[config.mk]
export PLATFORM = sky130hd
export DESIGN_NAME = aux_adc_sequencer
export DESIGN_NICKNAME = d
export VERILOG_FILES = /design/src/rtl/aux_seq_pkg.sv /design/src/rtl/aux_seq_regs.sv /design/src/rtl/aux_seq_timer.sv /design/src/rtl/aux_seq_picker.sv /design/src/rtl/aux_adc_sequencer.sv
export SDC_FILE = /design/constraint.sdc
export NUM_CORES = 1
export LEC_CHECK = 0
export BUFFER_PORTS_ARGS = -buffer_cell sky130_fd_sc_hd__buf_2
export CELL_PAD_IN_SITES_DETAIL_PLACEMENT = 1
export CELL_PAD_IN_SITES_GLOBAL_PLACEMENT = 1
export CORE_MARGIN = 5
export CORE_UTILIZATION = 25
export DETAILED_ROUTE_END_ITERATION = 8
export GPL_ROUTABILITY_DRIVEN = 0
export GPL_TIMING_DRIVEN = 0
export PLACE_DENSITY = 0.52
export REMOVE_ABC_BUFFERS = 1
export SETUP_SLACK_MARGIN = 0.05
export SLEW_MARGIN = 10
export SYNTH_ARGS = -nofsm -noshare
export SYNTH_HDL_FRONTEND = slang
export SYNTH_HIERARCHICAL = 1
export SYNTH_SLANG_ARGS = --single-unit
[constraint.sdc]
create_clock -name clk -period 5.8 [get_ports clk]
set_input_delay 1.16 -clock clk [delete_from_list [all_inputs] [get_ports clk]]
set_output_delay 1.16 -clock clk [all_outputs]
set_load 0.01 [all_outputs]
[src/rtl/aux_seq_pkg.sv]
package aux_seq_pkg;
    typedef enum logic [0:0] {
        SEQ_IDLE = 1'b0,
        SEQ_CONV = 1'b1
    } seq_state_t;

    localparam int CTL_START_BIT = 0;
    localparam int CTL_CONT_BIT  = 1;
    localparam int CTL_RATE_BIT  = 2;
endpackage

[src/rtl/aux_seq_regs.sv]
module aux_seq_regs
    import aux_seq_pkg::*;
#(
    parameter int NUM_CH = 6,
    parameter int REG_W  = 8
) (
    input  logic              clk,
    input  logic              rst_n,
    input  logic              en_wr,
    input  logic [REG_W-1:0]  en_wdata,
    input  logic              ctl_wr,
    input  logic [REG_W-1:0]  ctl_wdata,
    input  logic              clr_start,
    output logic [NUM_CH-1:0] en_mask,
    output logic              rate_slow,
    output logic              cont_mode,
    output logic              start_q
);
    always_ff @(posedge clk or negedge rst_n) begin
        if (!rst_n) begin
            en_mask <= '0;
        end else if (en_wr) begin
            en_mask <= en_wdata[NUM_CH-1:0];
        end
    end

    always_ff @(posedge clk or negedge rst_n) begin
        if (!rst_n) begin
            rate_slow <= 1'b0;
            cont_mode <= 1'b0;
            start_q   <= 1'b0;
        end else if (ctl_wr) begin
            rate_slow <= ctl_wdata[CTL_RATE_BIT];
            cont_mode <= ctl_wdata[CTL_CONT_BIT];
            start_q   <= ctl_wdata[CTL_START_BIT] & ~ctl_wdata[CTL_CONT_BIT];
        end else if (clr_start) begin
            start_q   <= 1'b0;
        end
    end

    AST_START_NOT_IN_CONT: assert property (@(posedge clk) disable iff (!rst_n)
        $rose(cont_mode) |-> !start_q);
endmodule

[src/rtl/aux_seq_timer.sv]
module aux_seq_timer #(
    parameter int DIV_LOG2 = 4,
    parameter int TICKS    = 11
) (
    input  logic clk,
    input  logic rst_n,
    input  logic load,
    input  logic slow_in,
    input  logic run,
    output logic tick,
    output logic win_end
);
    localparam int LEN_FAST = TICKS << DIV_LOG2;
    localparam int LEN_SLOW = 2 * LEN_FAST;
    localparam int CNT_W    = $clog2(LEN_SLOW);

    logic [CNT_W-1:0] cnt_q;
    logic             slow_q;
    logic [CNT_W-1:0] last_cnt;

    always_ff @(posedge clk or negedge rst_n) begin
        if (!rst_n) begin
            cnt_q  <= '0;
            slow_q <= 1'b0;
        end else if (load) begin
            cnt_q  <= '0;
            slow_q <= slow_in;
        end else if (run) begin
            cnt_q  <= cnt_q + 1'b1;
        end
    end

    assign last_cnt = slow_q ? CNT_W'(LEN_SLOW - 1) : CNT_W'(LEN_FAST - 1);
    assign tick     = run && (slow_q ? (&cnt_q[DIV_LOG2:0]) : (&cnt_q[DIV_LOG2-1:0]));
    assign win_end  = run && (cnt_q == last_cnt);

    AST_WIN_BOUND: assert property (@(posedge clk) disable iff (!rst_n)
        run |-> (cnt_q < CNT_W'(LEN_SLOW)));
    AST_WIN_RESTART: assert property (@(posedge clk) disable iff (!rst_n)
        (run && win_end && !load) |=> !run);
endmodule

[src/rtl/aux_seq_picker.sv]
module aux_seq_picker #(
    parameter int NUM_CH = 6,
    parameter int IDX_W  = 3
) (
    input  logic [NUM_CH-1:0] mask,
    input  logic [IDX_W-1:0]  base,
    output logic              found,
    output logic [IDX_W-1:0]  idx
);
    logic [NUM_CH-1:0] qual;

    for (genvar g = 0; g < NUM_CH; g++) begin : g_qual
        assign qual[g] = mask[g] && (IDX_W'(g) >= base);
    end

    always_comb begin
        found = 1'b0;
        idx   = '0;
        for (int i = NUM_CH - 1; i >= 0; i--) begin
            if (qual[i]) begin
                found = 1'b1;
                idx   = IDX_W'(i);
            end
        end
    end
endmodule

[src/rtl/aux_adc_sequencer.sv]
module aux_adc_sequencer
    import aux_seq_pkg::*;
#(
    parameter int NUM_CH   = 6,
    parameter int REG_W    = 8,
    parameter int DATA_W   = 10,
    parameter int DIV_LOG2 = 4,
    parameter int TICKS    = 11,
    parameter int IDX_W    = $clog2(NUM_CH + 1)
) (
    input  logic              clk,
    input  logic              rst_n,
    input  logic              en_wr,
    input  logic [REG_W-1:0]  en_wdata,
    input  logic              ctl_wr,
    input  logic [REG_W-1:0]  ctl_wdata,
    input  logic              cvt_done,
    input  logic [DATA_W-1:0] cvt_data,
    output logic              cvt_strobe,
    output logic [IDX_W-1:0]  cvt_chan,
    output logic              cvt_clk_en,
    output logic              busy,
    output logic              start_flag,
    output logic [NUM_CH-1:0] res_valid,
    output logic [DATA_W-1:0] res_data
);
    seq_state_t        state_q, state_d;
    logic [IDX_W-1:0]  cur_q, cur_d;
    logic [NUM_CH-1:0] en_mask;
    logic              rate_slow, cont_mode, start_q, clr_start;
    logic              load, tick, win_end;
    logic              hit_head, hit_next;
    logic [IDX_W-1:0]  idx_head, idx_next;
    logic [DATA_W-1:0] hold_q;

    aux_seq_regs #(.NUM_CH(NUM_CH), .REG_W(REG_W)) u_regs (
        .clk(clk), .rst_n(rst_n),
        .en_wr(en_wr), .en_wdata(en_wdata),
        .ctl_wr(ctl_wr), .ctl_wdata(ctl_wdata),
        .clr_start(clr_start),
        .en_mask(en_mask), .rate_slow(rate_slow),
        .cont_mode(cont_mode), .start_q(start_q)
    );

    aux_seq_timer #(.DIV_LOG2(DIV_LOG2), .TICKS(TICKS)) u_timer (
        .clk(clk), .rst_n(rst_n),
        .load(load), .slow_in(rate_slow),
        .run(state_q == SEQ_CONV),
        .tick(tick), .win_end(win_end)
    );

    aux_seq_picker #(.NUM_CH(NUM_CH), .IDX_W(IDX_W)) u_pick_head (
        .mask(en_mask), .base('0), .found(hit_head), .idx(idx_head)
    );

    aux_seq_picker #(.NUM_CH(NUM_CH), .IDX_W(IDX_W)) u_pick_next (
        .mask(en_mask), .base(cur_q + 1'b1), .found(hit_next), .idx(idx_next)
    );

    // Transition logic
    always_comb begin
        state_d   = state_q;
        cur_d     = cur_q;
        load      = 1'b0;
        clr_start = 1'b0;
        unique case (state_q)
            SEQ_IDLE: begin
                if (cont_mode || start_q) begin
                    if (hit_head) begin           // launch
                        state_d = SEQ_CONV;
                        cur_d   = idx_head;
                        load    = 1'b1;
                    end else if (!cont_mode) begin // empty-close
                        clr_start = 1'b1;
                    end
                end
            end
            SEQ_CONV: begin
                if (win_end) begin
                    if (hit_next) begin           // advance
                        cur_d = idx_next;
                        load  = 1'b1;
                    end else if (cont_mode && hit_head) begin // wrap
                        cur_d = idx_head;
                        load  = 1'b1;
                    end else begin                // finish
                        state_d   = SEQ_IDLE;
                        clr_start = !cont_mode;
                    end
                end
            end
            default: state_d = SEQ_IDLE;
        endcase
    end

    // State register
    always_ff @(posedge clk or negedge rst_n) begin
        if (!rst_n) begin
            state_q <= SEQ_IDLE;
            cur_q   <= '0;
        end else begin
            state_q <= state_d;
            cur_q   <= cur_d;
        end
    end

    // Registered outputs
    always_ff @(posedge clk or negedge rst_n) begin
        if (!rst_n) begin
            cvt_strobe <= 1'b0;
            res_valid  <= '0;
            res_data   <= '0;
            hold_q     <= '0;
        end else begin
            cvt_strobe <= load;
            if (state_q == SEQ_CONV && cvt_done) begin
                hold_q <= cvt_data;
            end
            if (state_q == SEQ_CONV && win_end) begin
                res_valid <= NUM_CH'(1) << cur_q;
                res_data  <= cvt_done ? cvt_data : hold_q;
            end else begin
                res_valid <= '0;
            end
        end
    end

    assign cvt_chan   = cur_q;
    assign cvt_clk_en = tick;
    assign busy       = (state_q == SEQ_CONV);
    assign start_flag = start_q;

    AST_RESULT_ONEHOT: assert property (@(posedge clk) disable iff (!rst_n)
        $onehot0(res_valid));
    AST_STROBE_BUSY: assert property (@(posedge clk) disable iff (!rst_n)
        cvt_strobe |-> busy);
    AST_STROBE_ENABLED: assert property (@(posedge clk) disable iff (!rst_n)
        cvt_strobe |-> ((($past(en_mask) >> cvt_chan) & NUM_CH'(1)) != '0));
    AST_IDLE_NO_TICK: assert property (@(posedge clk) disable iff (!rst_n)
        !busy |-> !cvt_clk_en);
    AST_CHAN_RANGE: assert property (@(posedge clk) disable iff (!rst_n)
        busy |-> (cvt_chan < IDX_W'(NUM_CH)));
endmodule

==> results of run 1 <==
[kinds of logic (layout without fill, tap and decap cells)]
family	count (synthesis)	after routing	share of synthesized area, %
flip-flops	50	50	48.4
AO/OA/AOI/OAI	48	48	12.1
XOR/XNOR	3	3	1.02
buffers and inverters	24	70	5.28
AND/OR/NAND/NOR	68	68	13.6
other	1	11	0.145
multiplexers	37	37	16.1
adder cells (fa/ha/maj)	7	7	3.39
[synth_stat cells (all sizes together)]
master / number
a21boi: 2
a21oi: 19
a221oi: 3
a22oi: 1
a32o: 1
and2: 2
and3: 6
buf: 8
conb: 1
dfrtp: 50
ha: 7
inv: 16
mux2: 19
mux2i: 18
nand2: 13
nand3: 7
nand3b: 3
nand4: 4
nor2: 20
nor2b: 8
o211ai: 2
o21ai: 13
o22ai: 2
o31ai: 2
o32ai: 3
or3: 2
or4: 3
xnor2: 1
xor2: 2
[final cells by class]
class                   count  area, um2
flip-flops and latches     50       1250
clock buffers               5       68.8
repair buffers             46        233
fillers                  1192       7100
well taps                 136        170
inverters                  16       60.1
clock inverters             3       68.8
multi-input cells         174       1230
[routing by layer]
metal / track usage (%) / share of wire (%) / up-vias
met4: 2.43 / 1.0 / 0
met5: 0 / 0 / -
li1: - / - / 936
met1: 13.5 / 49 / 928
met2: 16.1 / 45 / 34
met3: 2.39 / 4.3 / 4
[registers in the layout (all words and copies together) (netlist names), 3 cells and up]
register,cells
hold_q,10
res_data,10
u_timer/cnt_q,9
res_valid,6
u_regs/en_mask,6
cvt_chan,3
[metrics by stage]
stage / hold WS, ns / setup WS (ns) / util, %
global route: 0.536 / 2.50 / 30.3
floorplan: 0.475 / 3.22 / -
CTS: 0.519 / 2.70 / 30.3
detailed placement: 0.494 / 2.71 / 28.9
finish: 0.514 / 2.68 / 30.3
global placement: 0.487 / 2.78 / 28.9
[worst paths after layout]
path / endpoint / slack [ns] / from / depth (start not counted)
setup / recovery: u_timer/cnt_q[8] / 2.68 / busy / 7
hold / removal: hold_q[0] / 0.51 / hold_q[0] / 1
setup reg to reg: u_timer/cnt_q[8] / 2.68 / busy / 7
hold reg to reg: hold_q[0] / 0.51 / hold_q[0] / 1
max in group asynchronous: u_regs/en_mask[5] / 4.49 / rst_n / 1
min in group asynchronous: u_timer/cnt_q[6] / 0.88 / rst_n / 1
[report_power, final]
group | leakage, nW | total, W | switching, W | internal, W
combinational | 0.796 | 0.000137 | 0.0000742 | 0.0000631
clock | 0.0683 | 0.000296 | 0.000123 | 0.000173
sequential | 0.620 | 0.000394 | 0.0000218 | 0.000372
total | 1.48 | 0.000827 | 0.000219 | 0.000608
==> impl_metrics.csv, run 1 <==
group,metric,value,unit
finish,design_area,3090,um2
clock_network,cts_sinks,50,
clock_network,path_clk_slew,0.10,ns
finish,drive_above_1_share,26.5,%
setup_path,start_kind,"register",
finish,fin_nets,331,
finish,final_cell_mix,"dfrtp_1 (50), buf_2 (45), nor2_1 (20)",
clock_network,clk_latency,0.30,ns
route,vias,1902,
route,wl_per_cell,14.0,um
clock_network,cts_setup_buffers,0,
floorplan,die_width,112,um
setup_path,path_class,"register to register",
route,final_antenna_net_count,0,
power,power.leakage,1.48,nW
finish,final_common_cell,"dfrtp_1",
placement,placed_area,2950,um2
floorplan,core,10200,um2
finish,fin_cells,430,
sta,setup_violations,0,
yosys,ys_top_cells_by_area,"dfrtp_1 (48%), mux2i_1 (7.0%), mux2_2 (5.7%), a21oi_1 (3.7%), mux2_4 (3.5%)",
power,power,0.000827,W
route,drc,0,
route,drt_iter0_drc,55,
sta,timing.slew.headroom,38.0,%
yosys,ys_ff_latch,50,
sta,final_hold_viol_count,0,
yosys,yosysSeqAreaShare,48.4,%
floorplan,die_area,12500,um2
finish,area_growth_syn_to_layout,19.4,%
grt,antenna_found_initial,0,
grt,grt_pass1_wl,10300,um
grt,grt_use_total,9.98,%
clock_network,cts_resized,0,
setup_path,path_cells,"nand4_1, a221oi_1, inv_1, o32ai_4, nor2_1, or4_1, a21oi_1",
floorplan,start_util,25.4,%
worst_hold_path,hp-class,"register to register",
route,wirelength,6020,um
power,ir_drop,0.0994,mV
setup_path,critPathMaxFanout,20,
sta,period_share,53.7,%
placement,io_buffers,46,
sta,worstMarginPinSlew,0.930,ns
sta,skew,0.00776,ns
route,vias_per_cell,4.42,
route,firstDrtPassIters,4,
yosys,post_synth_inst_count,238,
setup_path,critical_path_buf_inv_count,1,
grt,grt_pass1_vias,2029,
sta,drv_slew,0,
clock_network,cts_made_buffers,5,
power,cellPowerDensity,268,nW/um2
finish,diodes,0,
floorplan,die_h,112,um
yosys,syn_avg_cell_area,10.9,um2
clock_network,cts_max_level,2,
yosys,yosysWarningCount,6,
setup_path,required,6.02,ns
floorplan,ioPinCount,54,
setup_path,crit_path_max_incr_delay,0.85,ns
grt,overflow,0,
sta,tns,0,ns
placement,dp.cells,422,
placement,hpwl,4340,um
clock_network,clockBufferDepth,2,
yosys,netlist_area,2580,um2
run_status,status,"finished clean",
job,cap_viol_max_count,0,
setup_path,arrival,3.34,ns
yosys,yosys.area.top_type,"dfrtp_1",
clock_network,cts_tree,"done",
grt,grt_max_degree,51,
setup_path,end_kind,"register",
sta,rsz0062_at_grt,"no",
clock_network,root_buffer,"clkbuf_8",
sta,fmax,0.321,GHz
setup_path,critPathSlowestCell,"dfrtp_1",
yosys,synth_top_area_share,48.4,%
setup_path,crit_family,"compound AO/OA/AOI/OAI gates",
yosys,synth.distinct_cells,37,
sta,finalCriticalPeriod,3.12,ns
clock_network,hold_buffers,0,
floorplan,placementRows,37,
Power figures use the tool's default switching activity.
==> inputs of run 2 (changes only) <==
Settings changed: ABC_AREA from default to 1, PLACE_DENSITY 0.52 to 0.54.
Clock period 5.8 ns to 3.05 ns, I/O delays scaled along.
==> impl_metrics.csv, run 2 <==
group,metric,value,unit
grt,grt_use_total,10.6,%
floorplan,core,10700,um2
route,final_antenna_net_count,0,
clock_network,root_buffer,"clkbuf_8",
grt,grt_max_degree,51,
grt,grt_pass1_vias,2369,
yosys,netlist_area,2730,um2
setup_path,r2r_start,"cvt_chan[0]",
sta,fmax,0.369,GHz
yosys,yosysSeqAreaShare,45.9,%
clock_network,cts_sinks,50,
placement,io_buffers,46,
sta,timing.slew.headroom,46.6,%
clock_network,hold_buffers,0,
yosys,post_synth_inst_count,336,
route,wl_per_cell,12.0,um
placement,placed_area,3090,um2
yosys,yosysMostFrequentCell,"nand2_1",
setup_path,end_kind,"register",
finish,regArea,1250,um2
grt,overflow,0,
yosys,yosys.area.top_type,"dfrtp_1",
floorplan,die_area,13100,um2
placement,dp_slack,0.348,ns
setup_path,start_kind,"register",
sta,final_hold_viol_count,0,
finish,fill_cells,1372,
finish,fin_nets,431,
setup_path,ff2ff_path_depth,18,
power,cellPowerDensity,731,nW/um2
setup_path,path_class,"register to register",
setup_path,crit_path_max_incr_delay,0.47,ns
finish,multi_input_comb_area,1250,um2
job,cap_viol_max_count,0,
yosys,ys_top_cells_by_area,"dfrtp_1 (46%), nand2_1 (15%), inv_1 (5.9%), o211ai_2 (3.7%), o21ai_0 (3.7%)",
clock_network,cts_tree,"done",
route,wirelength,6380,um
finish,drive_above_1_share,22.3,%
power,power.leakage,1.69,nW
route,vias_per_cell,4.25,
grt,antenna_found_initial,0,
yosys,synth_edf_count,0,
setup_path,rrSetupSlack,0.34,ns
clock_network,cts_made_buffers,5,
yosys,async_reset_ff_share,100,%
finish,final_cell_mix,"nand2_1 (111), dfrtp_1 (50), buf_2 (45)",
sta,finalCriticalPeriod,2.71,ns
yosys,syn_avg_cell_area,8.12,um2
run_status,status,"finished clean",
sta,period_share,88.9,%
setup_path,path_cells,"ha_1, ha_1, inv_1, nor2_2, nand2_2, o21ai_2, nor2_1, nand2_1, inv_1, nand2_1, nand2_4, nand2_4, nor2_4, nor2_4, nand3_2, nand2_1, inv_1, nor2_2",
worst_hold_path,hp-class,"input port to asynchronous set/reset pin",
finish,final_common_cell,"nand2_1",
floorplan,die_width,114,um
sta,setup_violations,0,
finish,design_area,3190,um2
yosys,synth.distinct_cells,29,
setup_path,required,3.31,ns
finish,diodes,0,
setup_path,reg2reg_to,"u_timer/cnt_q[8]",
finish,area_growth_syn_to_layout,16.8,%
yosys,synthTopCellsByCount,"nand2_1 (111), dfrtp_1 (50), inv_1 (43)",
placement,hpwl,4770,um
sta,worstMarginPinSlew,0.800,ns
route,drt_iter0_drc,57,
yosys,synth-main-ff-cell,"dfrtp_1",
floorplan,ioPinCount,54,
power,ir_drop,0.233,mV
yosys,yosysWarningCount,6,
route,drc,0,
clock_network,cts_setup_buffers,0,
clock_network,cts_resized,0,
sta,worst_hold_slack,0.317,ns
clock_network,path_clk_slew,0.11,ns
sta,rsz0062_at_grt,"no",
setup_path,arrival,2.97,ns
setup_path,critPathMaxFanout,9,
sta,skew,0.0142,ns
floorplan,placementRows,38,
sta,fin_ws,0.338,ns
clock_network,cts_max_level,2,
clock_network,clk_latency,0.32,ns
floorplan,start_util,25.4,%
route,firstDrtPassIters,4,
route,vias,2272,
clock_network,clockBufferDepth,2,
yosys,ys_ff_latch,50,
sta,tns,0,ns
setup_path,critPathSlowestCell,"dfrtp_1",
finish,reg_top3,"hold_q x10, res_data x10, u_timer/cnt_q x9",
yosys,synth_top_area_share,45.9,%
sta,drv_slew,0,
floorplan,die_h,114,um
grt,grt_pass1_wl,11100,um
[run 2: worst max path at each step]
stage,to,slack (ns),startpoint,depth (start not counted)
2_1_floorplan,u_timer/cnt_q[7],0.67,cvt_chan[0],17
3_3_place_gp,u_timer/cnt_q[7],0.39,cvt_chan[0],17
3_5_place_dp,u_timer/cnt_q[7],0.35,cvt_chan[0],17
4_1_cts,u_timer/cnt_q[8],0.29,cvt_chan[0],18
5_1_grt,u_timer/cnt_q[8],0.06,cvt_chan[0],18
6_report,u_timer/cnt_q[8],0.34,cvt_chan[0],18
[run 2: worst max-delay path: cells and delay by family (launching register included)]
family          cells  cell delay (ns)
simple gates       12             1.30
fa+ha+maj           2             0.50
flops               1             0.47
buf+inv             3             0.20
compound gates      1             0.17
[run 2: layer usage]
metal	GRT usage, %	vias up	share of wire [%]
met3	3.22	5	3.4
met5	0	-	0
met1	12.6	1097	43
met2	18.6	21	52
met4	2.38	0	1.1
li1	-	1149	-
[run 2: cell families (layout without fill, tap and decap cells)]
group	Yosys count	after routing	synth area share, %
and+or+nand+nor	171	171	28.5
AOI/OAI and AO/OA	51	51	12.0
buffers and inverters	55	100	9.99
DFF	50	50	45.9
other	1	14	0.137
adders and majority gates	7	7	3.21
xor gates and xnor gates	1	1	0.321
[run 2: through the flow]
step                      std cells  utilization [%]  power, W
after floorplan                 340                -   0.00162
after global placement          526             28.8   0.00191
after detailed placement        526             28.8   0.00194
after CTS                       534             29.6   0.00239
after global routing            534             29.7   0.00256
final                           534             29.7   0.00233
[run 2: final cells by class]
class / count / share of cell area (%)
Tap cell: 140 / 5.49
Sequential cell: 50 / 39.2
Clock inverter: 3 / 0.824
Clock buffer: 5 / 2.16
Multi-Input combinational cell: 244 / 39.3
Inverter: 46 / 5.65
Timing Repair Buffer: 46 / 7.30
[run 2: power by group]
part / switching [W] / internal [W]
combinational: 0.000569 / 0.000343
clock: 0.000259 / 0.000170
sequential: 0.000149 / 0.000840
total: 0.000977 / 0.00135
==> inputs of run 3 (changes only) <==
Settings changed: PLACE_DENSITY 0.54 to default, PLACE_DENSITY_LB_ADDON from default to 0.1.
==> impl_metrics.csv, run 3 (same netlist as run 2, synthesis figures left out) <==
group,metric,value,unit
route,wl_per_cell,12.2,um
floorplan,die_h,114,um
floorplan,die_area,13100,um2
sta,fmax,0.376,GHz
power,cellPowerDensity,729,nW/um2
floorplan,placementRows,38,
finish,area_growth_syn_to_layout,16.8,%
power,p_switching,0.000973,W
finish,drive_above_1_share,22.3,%
route,drc,0,
power,ir_drop,0.230,mV
sta,finalCriticalPeriod,2.66,ns
route,drt_iter0_drc,56,
route,wl_met1,3110,um
grt,overflow,0,
clock_network,cts_setup_buffers,0,
setup_path,path_class,"register to register",
sta,setup_violations,0,
sta,period_share,87.2,%
finish,final_common_cell,"nand2_1",
setup_path,critPathMaxFanout,9,
power,p_clk_share,18.1,%
route,vias_per_cell,4.20,
power,p_int,0.00135,W
setup_path,crit_family,"simple AND/OR/NAND/NOR gates",
route,firstDrtPassIters,4,
sta,drv_slew,0,
power,power.leakage,1.68,nW
finish,fin_util,29.7,%
sta,timing.slew.headroom,51.3,%
clock_network,cts_resized,0,
grt,grt_pass1_vias,2315,
finish,final_cell_mix,"nand2_1 (111), dfrtp_1 (50), buf_2 (45)",
setup_path,critical_path_buf_inv_count,3,
job,cap_viol_max_count,0,
setup_path,start_kind,"register",
route,wl_met2,3040,um
run_status,status,"finished clean",
clock_network,path_clk_slew,0.11,ns
sta,final_hold_viol_count,0,
placement,hpwl,4820,um
floorplan,start_util,25.4,%
worst_hold_path,hp-class,"input port to asynchronous set/reset pin",
setup_path,required,3.29,ns
finish,diodes,0,
sta,tns,0,ns
power,power_frac_comb,39.3,%
finish,fin_nets,431,
route,vias,2243,
floorplan,core,10700,um2
clock_network,cts_tree,"done",
setup_path,crit_path_max_incr_delay,0.46,ns
power,sw_frac_of_total,41.9,%
clock_network,cts_max_level,2,
setup_path,critPathSlowestCell,"dfrtp_1",
grt,grt_max_degree,51,
clock_network,clockBufferDepth,2,
route,wirelength,6490,um
clock_network,root_buffer,"clkbuf_8",
grt,antenna_found_initial,0,
setup_path,end_kind,"register",
clock_network,hold_buffers,0,
route,met3_wirelength,264,um
clock_network,cts_sinks,50,
power,power_frac_seq,42.6,%
placement,placed_area,3090,um2
finish,reg_top3,"hold_q x10, res_data x10, u_timer/cnt_q x9",
grt,grt_use_total,10.7,%
sta,rsz0062_at_grt,"no",
placement,io_buffers,46,
clock_network,clk_latency,0.31,ns
route,final_antenna_net_count,0,
sta,skew,0.0134,ns
grt,grt_pass1_wl,11300,um
finish,design_area,3190,um2
floorplan,die_width,114,um
setup_path,path_cells,"ha_1, ha_1, inv_1, nor2_2, nand2_2, o21ai_2, nor2_1, nand2_1, inv_1, nand2_1, nand2_4, nand2_4, nor2_4, nor2_4, nand3_2, nand2_1, inv_1, nor2_2",
route,highest_layer,"met4",
setup_path,arrival,2.90,ns
floorplan,ioPinCount,54,
sta,worstMarginPinSlew,0.730,ns
clock_network,cts_made_buffers,5,
[run 3: changes by cell type in the layout (fill, tap and decap cells not counted)]
cell        previous run  this run
clkinvlp_4             0         1
inv_6                  2         1
[run 3: final timing paths]
check / to / slack, ns / start / cells past startpoint
min in group clk: res_data[5] / 0.49 / res_data[5] / 2
min reg2reg: res_data[5] / 0.49 / res_data[5] / 2
max reg2reg: u_timer/cnt_q[8] / 0.39 / cvt_chan[0] / 18
max in group asynchronous: u_timer/cnt_q[4] / 2.27 / rst_n / 1
max: u_timer/cnt_q[8] / 0.39 / cvt_chan[0] / 18
min: hold_q[6] / 0.32 / rst_n / 1
[run 3: power groups by stage]
stage | Sequential [W] | Clock, W | Combinational (W)
floorplan | 0.00101 | 0 | 0.000612
global placement | 0.00100 | 0 | 0.000922
detailed placement | 0.00101 | 0 | 0.000939
CTS | 0.000995 | 0.000447 | 0.000943
global route | 0.00102 | 0.000469 | 0.00107
finish | 0.000988 | 0.000420 | 0.000914
[run 3: cell type report]
class,instances,area [um2]
fillers,1349,7560
clock inverters,3,25.0
well taps,140,175
inverters,46,180
flip-flops and latches,50,1250
multi-input cells,244,1250
clock buffers,5,68.8
repair buffers,46,233
[run 3: per-layer routing]
metal,global-route usage [%],vias to the layer above
li1,-,1158
met1,14.0,1045
met2,17.9,34
met3,2.17,6
met4,2.85,0
met5,0,-
[run 3: stage by stage]
step	std cells	hold WS, ns	total power, W	setup slack [ns]
2_1_floorplan	340	0.314	0.00162	0.674
3_3_place_gp	526	0.460	0.00193	0.382
3_5_place_dp	526	0.469	0.00195	0.374
4_1_cts	534	0.487	0.00238	0.344
5_1_grt	534	0.383	0.00256	0.0802
6_report	534	0.324	0.00232	0.390
